$ cat config.mk
export PLATFORM = sky130hd
export DESIGN_NAME = raster_timing_gen
export DESIGN_NICKNAME = d
export VERILOG_FILES = /design/src/rtl/rtg_pkg.sv /design/src/rtl/rtg_regbank.sv /design/src/rtl/rtg_axis.sv /design/src/rtl/raster_timing_gen.sv
export SDC_FILE = /design/constraint.sdc
export NUM_CORES = 1
export LEC_CHECK = 0
export ABC_AREA = 1
export ABC_CLOCK_PERIOD_IN_PS = 5700
export BUFFER_PORTS_ARGS = -buffer_cell sky130_fd_sc_hd__buf_2
export CELL_PAD_IN_SITES_DETAIL_PLACEMENT = 1
export CELL_PAD_IN_SITES_GLOBAL_PLACEMENT = 1
export CORE_ASPECT_RATIO = 0.5
export CORE_MARGIN = 4
export CORE_UTILIZATION = 35
export CTS_BUF_LIST = sky130_fd_sc_hd__clkbuf_8
export CTS_CLUSTER_DIAMETER = 150
export CTS_CLUSTER_SIZE = 14
export DETAILED_ROUTE_END_ITERATION = 7
export PLACE_DENSITY_LB_ADDON = 0.1
export SLEW_MARGIN = 30
export SYNTH_ARGS = -nofsm -noshare
export SYNTH_HDL_FRONTEND = slang
export SYNTH_SLANG_ARGS = --single-unit
$ cat constraint.sdc
create_clock -name clk -period 5.7 [get_ports clk]
set_clock_uncertainty 0.05 [all_clocks]
set_input_delay 1.71 -clock clk [delete_from_list [all_inputs] [get_ports clk]]
set_output_delay 1.71 -clock clk [all_outputs]
set_load 0.01 [all_outputs]
$ cat src/rtl/rtg_pkg.sv
package rtg_pkg;
    localparam int CW   = 16;
    localparam int RW   = 2 * CW;
    localparam int NREG = 5;
    localparam int AW   = 3;

    typedef enum logic [AW-1:0] {
        RA_TOTAL  = 3'd0,
        RA_SYNCE  = 3'd1,
        RA_BLANKE = 3'd2,
        RA_BLANKS = 3'd3,
        RA_FIELD2 = 3'd4
    } reg_addr_e;

    typedef struct packed {
        logic [RW-1:0] tot;
        logic [RW-1:0] se;
        logic [RW-1:0] be;
        logic [RW-1:0] bs;
        logic [RW-1:0] f2;
    } tset_t;
endpackage

$ cat src/rtl/rtg_regbank.sv
module rtg_regbank
    import rtg_pkg::*;
#(
    parameter tset_t RST_SET = '0
) (
    input  logic          clk,
    input  logic          rst_n,
    input  logic          wr_en,
    input  logic [AW-1:0] wr_addr,
    input  logic [RW-1:0] wr_data,
    input  logic          load,
    output tset_t         act_o
);
    typedef struct packed {
        tset_t shd;
        tset_t act;
    } bank_t;

    bank_t bank_d, bank_q;

    always_comb begin
        bank_d = bank_q;
        if (wr_en) begin
            case (reg_addr_e'(wr_addr))
                RA_TOTAL:  bank_d.shd.tot = wr_data;
                RA_SYNCE:  bank_d.shd.se  = wr_data;
                RA_BLANKE: bank_d.shd.be  = wr_data;
                RA_BLANKS: bank_d.shd.bs  = wr_data;
                RA_FIELD2: bank_d.shd.f2  = wr_data;
                default: ;
            endcase
        end
        if (load) begin
            bank_d.act = bank_q.shd;
        end
    end

    always_ff @(posedge clk or negedge rst_n) begin
        if (!rst_n) begin
            bank_q.shd <= RST_SET;
            bank_q.act <= RST_SET;
        end else begin
            bank_q <= bank_d;
        end
    end

    assign act_o = bank_q.act;

    AST_ACT_HELD: assert property (@(posedge clk) disable iff (!rst_n)
        !load |=> $stable(bank_q.act));
endmodule

$ cat src/rtl/rtg_axis.sv
module rtg_axis #(
    parameter int CW = 16
) (
    input  logic [CW-1:0] cnt,
    input  logic [CW-1:0] sync_end,
    input  logic [CW-1:0] blank_end,
    input  logic [CW-1:0] blank_start,
    output logic          sync_o,
    output logic          act_o
);
    always_comb begin
        sync_o = (cnt <= sync_end);
        act_o  = (cnt > blank_end) && (cnt <= blank_start);
    end
endmodule

$ cat src/rtl/raster_timing_gen.sv
module raster_timing_gen
    import rtg_pkg::*;
#(
    parameter logic [RW-1:0] RST_TOTAL  = {16'd10, 16'd20},
    parameter logic [RW-1:0] RST_SYNCE  = {16'd0,  16'd1},
    parameter logic [RW-1:0] RST_BLANKE = {16'd2,  16'd4},
    parameter logic [RW-1:0] RST_BLANKS = {16'd7,  16'd15},
    parameter logic [RW-1:0] RST_FIELD2 = {16'd0,  16'd1}
) (
    input  logic          clk,
    input  logic          rst_n,
    input  logic          wr_en,
    input  logic [AW-1:0] wr_addr,
    input  logic [RW-1:0] wr_data,
    output logic          hsync_o,
    output logic          vsync_o,
    output logic          de_o,
    output logic          blank_o,
    output logic [CW-1:0] hpos_o,
    output logic [CW-1:0] vpos_o,
    output logic          field_o
);
    localparam tset_t RST_SET = '{tot: RST_TOTAL, se: RST_SYNCE, be: RST_BLANKE,
                                  bs: RST_BLANKS, f2: RST_FIELD2};
    localparam int NAXIS = 2;

    typedef struct packed {
        logic [CW-1:0] hcnt;
        logic [CW-1:0] vcnt;
        logic          field;
    } scan_t;

    scan_t scan_d, scan_q;
    tset_t act;
    logic  hend, vend, frame_end;
    logic  ilace;
    logic [CW-1:0] f2_end, f2_start, f2_origin;
    logic [CW-1:0] axis_cnt  [NAXIS];
    logic [CW-1:0] axis_se   [NAXIS];
    logic [CW-1:0] axis_be   [NAXIS];
    logic [CW-1:0] axis_bs   [NAXIS];
    logic          axis_sync [NAXIS];
    logic          axis_act  [NAXIS];
    logic          v2_act, v2_sync;
    logic [CW-1:0] v2_rel;

    rtg_regbank #(.RST_SET(RST_SET)) u_bank (
        .clk     (clk),
        .rst_n   (rst_n),
        .wr_en   (wr_en),
        .wr_addr (wr_addr),
        .wr_data (wr_data),
        .load    (frame_end),
        .act_o   (act)
    );

    // axis 0 horizontal (low half), axis 1 vertical (high half)
    assign axis_cnt[0] = scan_q.hcnt;
    assign axis_cnt[1] = scan_q.vcnt;

    generate
        for (genvar a = 0; a < NAXIS; a++) begin : g_axis
            assign axis_se[a] = act.se[a*CW +: CW];
            assign axis_be[a] = act.be[a*CW +: CW];
            assign axis_bs[a] = act.bs[a*CW +: CW];
            rtg_axis #(.CW(CW)) u_axis (
                .cnt         (axis_cnt[a]),
                .sync_end    (axis_se[a]),
                .blank_end   (axis_be[a]),
                .blank_start (axis_bs[a]),
                .sync_o      (axis_sync[a]),
                .act_o       (axis_act[a])
            );
        end
    endgenerate

    always_comb begin
        f2_end    = act.f2[RW-1:CW];
        f2_start  = act.f2[CW-1:0];
        ilace     = !((f2_end == '0) && (f2_start == CW'(1)));
        f2_origin = f2_end - axis_be[1];
        hend      = (scan_q.hcnt == act.tot[CW-1:0] - 1'b1);
        vend      = (scan_q.vcnt == act.tot[RW-1:CW] - 1'b1);
        frame_end = hend && vend;
        v2_rel    = scan_q.vcnt - f2_origin;
        v2_act    = ilace && (scan_q.vcnt > f2_end) && (scan_q.vcnt <= f2_start);
        v2_sync   = ilace && (scan_q.vcnt >= f2_origin) && (v2_rel <= axis_se[1]);
    end

    always_comb begin
        scan_d = scan_q;
        if (hend) begin
            scan_d.hcnt = '0;
            if (vend) begin
                scan_d.vcnt  = '0;
                scan_d.field = 1'b0;
            end else begin
                scan_d.vcnt = scan_q.vcnt + 1'b1;
                if (ilace && (scan_d.vcnt == f2_origin)) begin
                    scan_d.field = 1'b1;
                end
            end
        end else begin
            scan_d.hcnt = scan_q.hcnt + 1'b1;
        end
    end

    always_ff @(posedge clk or negedge rst_n) begin
        if (!rst_n) begin
            scan_q <= '0;
        end else begin
            scan_q <= scan_d;
        end
    end

    assign hsync_o = axis_sync[0];
    assign vsync_o = axis_sync[1] || v2_sync;
    assign de_o    = axis_act[0] && (axis_act[1] || v2_act);
    assign blank_o = !de_o;
    assign hpos_o  = scan_q.hcnt;
    assign vpos_o  = scan_q.vcnt;
    assign field_o = scan_q.field;

    AST_ORIGIN_SYNC: assert property (@(posedge clk) disable iff (!rst_n)
        (scan_q.hcnt == '0 && scan_q.vcnt == '0) |-> (hsync_o && vsync_o));
    AST_SYNC_NOT_DE: assert property (@(posedge clk) disable iff (!rst_n)
        hsync_o |-> !de_o);
    AST_HWRAP: assert property (@(posedge clk) disable iff (!rst_n)
        hend |=> (scan_q.hcnt == '0));
    AST_HSTEP: assert property (@(posedge clk) disable iff (!rst_n)
        !hend |=> (scan_q.hcnt == $past(scan_q.hcnt) + 1'b1));
    AST_VHOLD: assert property (@(posedge clk) disable iff (!rst_n)
        !hend |=> $stable(scan_q.vcnt));
    AST_FIELD_PROG: assert property (@(posedge clk) disable iff (!rst_n)
        !ilace |-> !scan_q.field);
endmodule

== Word-level counts from Yosys, hierarchy flattened ==
Cells that the tools add are included.

* Register bits after elaboration: 353
* Bits of input ports: 38
* Output and inout bits: 37

* Add/sub/neg operators: 6
* Order comparisons: 10
* Equal/unequal tests: 8
* Muxes and demuxes: 3
* Reduce and logical (&&, ||, !) cells: 23

{| class="wikitable"
|+ Operator list
! kind !! count
|-
| <= comparator 16 bit || 6
|-
| == test 16 bit || 3
|-
| greater-than comparator 16 bit || 3
|-
| adder 16 x 1 -> 16 bit, second input constant || 2
|-
| subtractor 16 x 1 -> 16 bit, second input constant || 2
|-
| subtractor 16 bit || 2
|-
| two-way mux 17 bit || 1
|-
| == test 16 x 1 -> 1 bit, second input constant || 1
|-
| greater-or-equal comparator 16 bit || 1
|-
| zero test 16 bit || 1
|-
| two-way mux 16 bit || 1
|-
| AND reduction 2 bit || 6
|-
| logical AND 1 bit || 10
|-
| == test 3 x 2 -> 1 bit, second input constant || 2
|-
| == test 3 x 1 -> 1 bit, second input constant || 1
|-
| == test 3 bit, second input constant || 1
|-
| zero test 3 bit || 1
|-
| zero test 1 bit || 2
|-
| logical OR 1 bit || 2
|-
| nonzero test 2 bit || 1
|-
| two-way mux 1 bit || 1
|}

== Longest topological paths before layout ==
* Depth after elaboration: 8
* Depth in mapped cells: 27
* Gate-level depth less buffers: 27

== Modules after synthesis ==
From an unflattened synthesis, not the netlist that was laid out.

* Cells, all modules: 3114
* Area total of the unflattened synthesis: 23067.1 µm²

{| class="wikitable"
|+ Modules (own cells, without submodules)
! module !! times used !! cells an instance !! area each (µm²) !! seq. area each (µm²)
|-
| rtg_regbank || 1 || 1538 || 13689.4 || 8045.2
|-
| raster_timing_gen || 1 || 1173 || 6862.8 || 825.8
|-
| rtg_axis (g_axis[0].u_axis) || 1 || 203 || 1257.5 || 0.0
|-
| rtg_axis (g_axis[1].u_axis) || 1 || 200 || 1257.5 || 0.0
|}

== Least setup slack after synthesis ==
No wires, ideal clock.

* Path kind: reg2out
* Start point: register u_bank.act_o[16] (netlist name)
* End point: output port vsync_o
* Arrival: 3632 ps
* Required time: 3940 ps
* Slack: 308 ps
* Stages on the path, launching flop included: 26
* Cell sequence: dfrtp_1 > inv_1 > ha_1 > inv_1 > fa_1 > nand3_1 > nand2_1 > nand2_1 > nand2_1 > xor2_1 > ha_1 > a21oi_1 > o21ai_0 > a211oi_1 > nand2_1 > and3_1 > nor2_1 > xnor2_1 > ha_1 > nand4_1 > nor3_1 > nand2_1 > o211ai_1 > nand2_1 > nand3_1 > nand2_1

* Word-level cells in the longest chain between the ends: 6
* Elaborated cells on any way between the ends: 10

{| class="wikitable"
|+ Ends and longest elaborated chain
! what !! RTL line !! source
|-
| branches (longest 4 deep; another with subtractor 16 bit) || n/a ||
|-
| logical AND 1 bit * || raster_timing_gen.sv:87 || <nowiki>v2_sync = ilace && (scan_q.vcnt >= f2_origin) && (v2_rel <= axis_se[1]);</nowiki>
|-
| logical OR 1 bit * || raster_timing_gen.sv:117 || <nowiki>assign vsync_o = axis_sync[1] || v2_sync;</nowiki>
|-
| to (decl) || raster_timing_gen.sv:16 || <nowiki>output logic vsync_o,</nowiki>
|}

Every way passes the cells marked *.

== Worst setup path after layout ==
* Start point: register u_bank.act_o[81] (netlist name)
* End point: output port vsync_o

* Word-level cells in the longest chain between the ends: 5
* Elaborated cells on any way between the ends: 7

{| class="wikitable"
|+ Ends and longest elaborated chain
! what !! RTL line !! source
|-
| subtractor 16 bit * || raster_timing_gen.sv:81 || <nowiki>f2_origin = f2_end - axis_be[1];</nowiki>
|-
| subtractor 16 bit / greater-or-equal comparator 16 bit (equally long branches) || raster_timing_gen.sv:85, raster_timing_gen.sv:87 ||
|-
| <= comparator 16 bit / logical AND 1 bit (equally long branches) || raster_timing_gen.sv:87 ||
|-
| logical AND 1 bit * || raster_timing_gen.sv:87 ||
|-
| logical OR 1 bit * || raster_timing_gen.sv:117 ||
|}

Mark *: on every way between the ends. The rest lies on a longest branch, timed or not.

==> run_results.csv <==
group,metric,value,unit
synth,syn-mean-instance-area,7.70,um^2
layout,syn_to_final_growth,15.2,%
placement,post-dp-hpwl,52300,um
detailed_routing,wl_per_cell,19.7,um
synth,synthCells,2709,
synth,synth_warnings,0,
sta,finalSetupTns,-640,ps
worst_setup_path,r2r_cells,13,
synth,synth-main-ff-cell,"dfrtp_1",
worst_setup_path,worst_ep_required_time,3940,ps
cts,cts.path.max_buffers,3,
worst_setup_path,cp_max_fo,3,
worst_setup_path,cp-start-kind,"flip-flop",
cts,cts_root_buf,"clkbuf_8",
synth,synth_compound_area_share,8.46,%
worst_setup_path,crit_path_end_kind,"primary output",
power_and_ir_drop,pwr_density_cell,191,nW/um^2
grt,grt_usage,22.4,%
power_and_ir_drop,max-vdd-ir-drop,0.000144,V
cts,htree_levels,1,
detailed_routing,via_per_inst,5.09,
worst_setup_path,cpPeakStageDelay,560,ps
floorplan,dieArea,63800,um^2
synth,async_reset_ff_share,100,%
synth,synthDistinctLibCells,44,
layout,fill_cells,7193,
synth,synth_mux_area_share,0,%
placement,port_buffers,74,
floorplan,initial_core_util,35.8,%
sta,drv_slew,0,
synth,yosysSeqAreaShare,42.6,%
synth,synth_area,20800,um^2
floorplan,chipHeight,181,um
detailed_routing,ant_nets,0,
cts,numCtsBuffers,29,
synth,synth_xor_area_share,2.39,%
worst_setup_path,crit_chain,"inv_2 > fa_2 > inv_2 > ha_4 > nand2_4 > o21ai_2 > nand2_2 > a21oi_2 > buf_4 > nand4_1 > nand2_2 > and3_4 > nor2_4 > xnor2_2 > ha_1 > buf_4 > a211oi_2 > o211ai_1 > nand2_1 > nand3_2 > nand2_2 > buf_6",
floorplan,coreArea,58200,um^2
cts,clkLatencyLatePin,680,ps
worst_setup_path,worstSetupPathType,"flip-flop to primary output",
floorplan,die_w,353,um
synth,synth_edf_count,0,
sta,grt_setup_unrepaired,"yes",
grt,grt_start_max_net_pins,173,
layout,final_util,41.3,%
synth,synth_top_family_by_area,"simple AND/OR/NAND/NOR gates",
grt,grt_pass1_vias,19400,
detailed_routing,firstDrtPassIters,5,
synth,syn-num-nets,2928,
layout,layout-drive-gt1-share,14.2,%
detailed_routing,route.detailed.drc,0,
power_and_ir_drop,leakagePower,13.0,nW
worst_setup_path,crit_top_cell,"nand2_2",
worst_setup_path,arrival,4580,ps
run_status,status,"finished with violations",
floorplan,io_pins,75,
sta,finalHoldViolCount,0,
grt,overflow,0,
detailed_routing,vias,18600,
worst_hold_path,hp-class,"flip-flop to flip-flop",
sta,worst_pin_slew,955,ps
layout,insertedDiodeCount,0,
synth,synth-simple-area-share,27.5,%
synth,synthAdderAreaFrac,10.9,%
placement,place_congestion,0.856,
sta,slew_headroom,36.3,%
sta,setup_violations,1,
floorplan,num_rows,62,
run_status,violations,"negative setup slack",
cts,clkSinkCount,353,
cts,tritoncts,"built",
cts,clkSlewWorstSetupHoldPaths,130,ps
placement,dp_slack,-397,ps
layout,final_nets,3090,
grt,antenna_found_initial,0,
sta,fmax,158,MHz
worst_setup_path,crit_slowest_cell,"dfstp_2",
sta,fin_crit,6340,ps
sta,period_share,111,%
layout,final_cell_area,24000,um^2
detailed_routing,drt-initial-drc-count,1011,
worst_hold_path,worstHoldPathCells,2,
power_and_ir_drop,total_power,0.00459,W
placement,postPlaceCellArea,22800,um^2
job,maxCapViolCount,0,
synth,ys_ff_latch,353,
grt,grt_pass1_wl,113000,um
sta,layout_setup_ws,-640,ps
detailed_routing,routed_wl,72100,um
[cells by family (layout without fill, tap and decap cells)]
group | count (synthesis) | count (layout)
simple gates | 1378 | 1378
flops | 353 | 353
fa+ha+maj | 181 | 181
buf+inv | 407 | 591
compound gates | 333 | 333
xor+xnor | 57 | 57
[worst max-delay path: cells and delay by family (launching register included)]
kind	cells	cell delay (ps)
adders and majority gates	3	1140
and+or+nand+nor	9	900
AOI/OAI and AO/OA	4	720
DFF	1	560
buffers and inverters	5	480
xor gates and xnor gates	1	120
[layout by cell type, fill, tap and decap left out, types with 13 or more instances in the layout]
| master | instances |
|---|---|
| ha_1 | 155 |
| nor2_1 | 136 |
| nand3_1 | 252 |
| buf_2 | 72 |
| dfrtp_1 | 323 |
| xnor2_1 | 14 |
| dfstp_2 | 30 |
| clkbuf_8 | 29 |
| nand4_1 | 39 |
| buf_4 | 138 |
| nand2_1 | 844 |
| xor2_1 | 40 |
| ha_4 | 18 |
| a21oi_1 | 74 |
| nand2_2 | 25 |
| nand3_2 | 13 |
| nor3_1 | 19 |
| o21ai_0 | 205 |
| inv_1 | 331 |
[synthesized netlist by cell type, types with 5 or more instances]
master | number | area (um^2)
nand4_1 | 39 | 244
nor2_1 | 145 | 544
buf_4 | 15 | 113
xnor2_1 | 16 | 140
dfstp_2 | 30 | 788
ha_1 | 179 | 2240
nand3_1 | 266 | 1330
buf_6 | 11 | 124
inv_2 | 6 | 22.5
xor2_1 | 41 | 359
o21bai_1 | 5 | 37.5
a21oi_1 | 87 | 435
o21ai_0 | 209 | 1050
nand3b_1 | 9 | 67.6
inv_1 | 314 | 1180
clkbuf_1 | 42 | 158
nand2_1 | 875 | 3280
nor3_1 | 22 | 110
dfrtp_1 | 323 | 8080
a211oi_1 | 6 | 45.0
buf_2 | 19 | 95.1
[cell type report]
class	count	area, um^2	area share [%]
multi-input combinational	1949	10900	45.6
sequential	353	8870	36.9
timing repair buffer	218	1530	6.38
inverter	320	1200	5.00
tap	768	961	4.00
clock buffer	29	399	1.66
clock inverter	24	110	0.458
[sequential cells by signal, indices dropped and copies added (netlist names)]
name	flops
vpos_o	16
field_o	1
u_bank.act_o	160
u_bank.bank_q	160
hpos_o	16
[power by group]
part	switching (W)	internal [W]	total (W)
Clock	0.000951	0.000485	0.00144
Sequential	0.000122	0.00273	0.00285
Combinational	0.000195	0.000103	0.000298
Total	0.00127	0.00332	0.00459
[layer usage]
layer	vias to the layer above	track usage [%]	part of all wire, %
met2	227	38.3	47
met3	72	2.44	2.9
met4	0	3.59	1.8
li1	9049	-	-
met5	-	0	0
met1	9276	31.2	48
[metrics by stage]
step           cells  hold slack, ps
6_report        3661             421
3_5_place_dp    3595             406
2_1_floorplan   2709             392
4_1_cts         3652             422
3_3_place_gp    3594             403
5_1_grt         3661             442
[final timing paths]
check | start | endpoint | slack [ps]
max | u_bank.act_o[81]$_DFFE_PN1P_ | vsync_o | -640
min | u_bank.act_o[35]$_DFFE_PN1P_ | u_bank.act_o[35]$_DFFE_PN1P_ | 420
max reg2reg | u_bank.act_o[128]$_DFFE_PN0P_ | u_bank.act_o[21]$_DFFE_PN0P_ | 2080
min reg2reg | u_bank.act_o[35]$_DFFE_PN1P_ | u_bank.act_o[35]$_DFFE_PN1P_ | 420
max in group asynchronous | rst_n | vpos_o[5]$_DFFE_PN0N_ | 3540
min in group asynchronous | rst_n | u_bank.bank_q[303]$_DFFE_PN0P_ | 930
[repair_timing]
action,4_1_cts,5_1_grt
gates resized for setup,31,99
setup buffers,4,9
hold buffers,0,0
endpoints found under the setup margin,1,1
pin swaps,17,37
No activity file was read; power rests on OpenSTA's default activity.
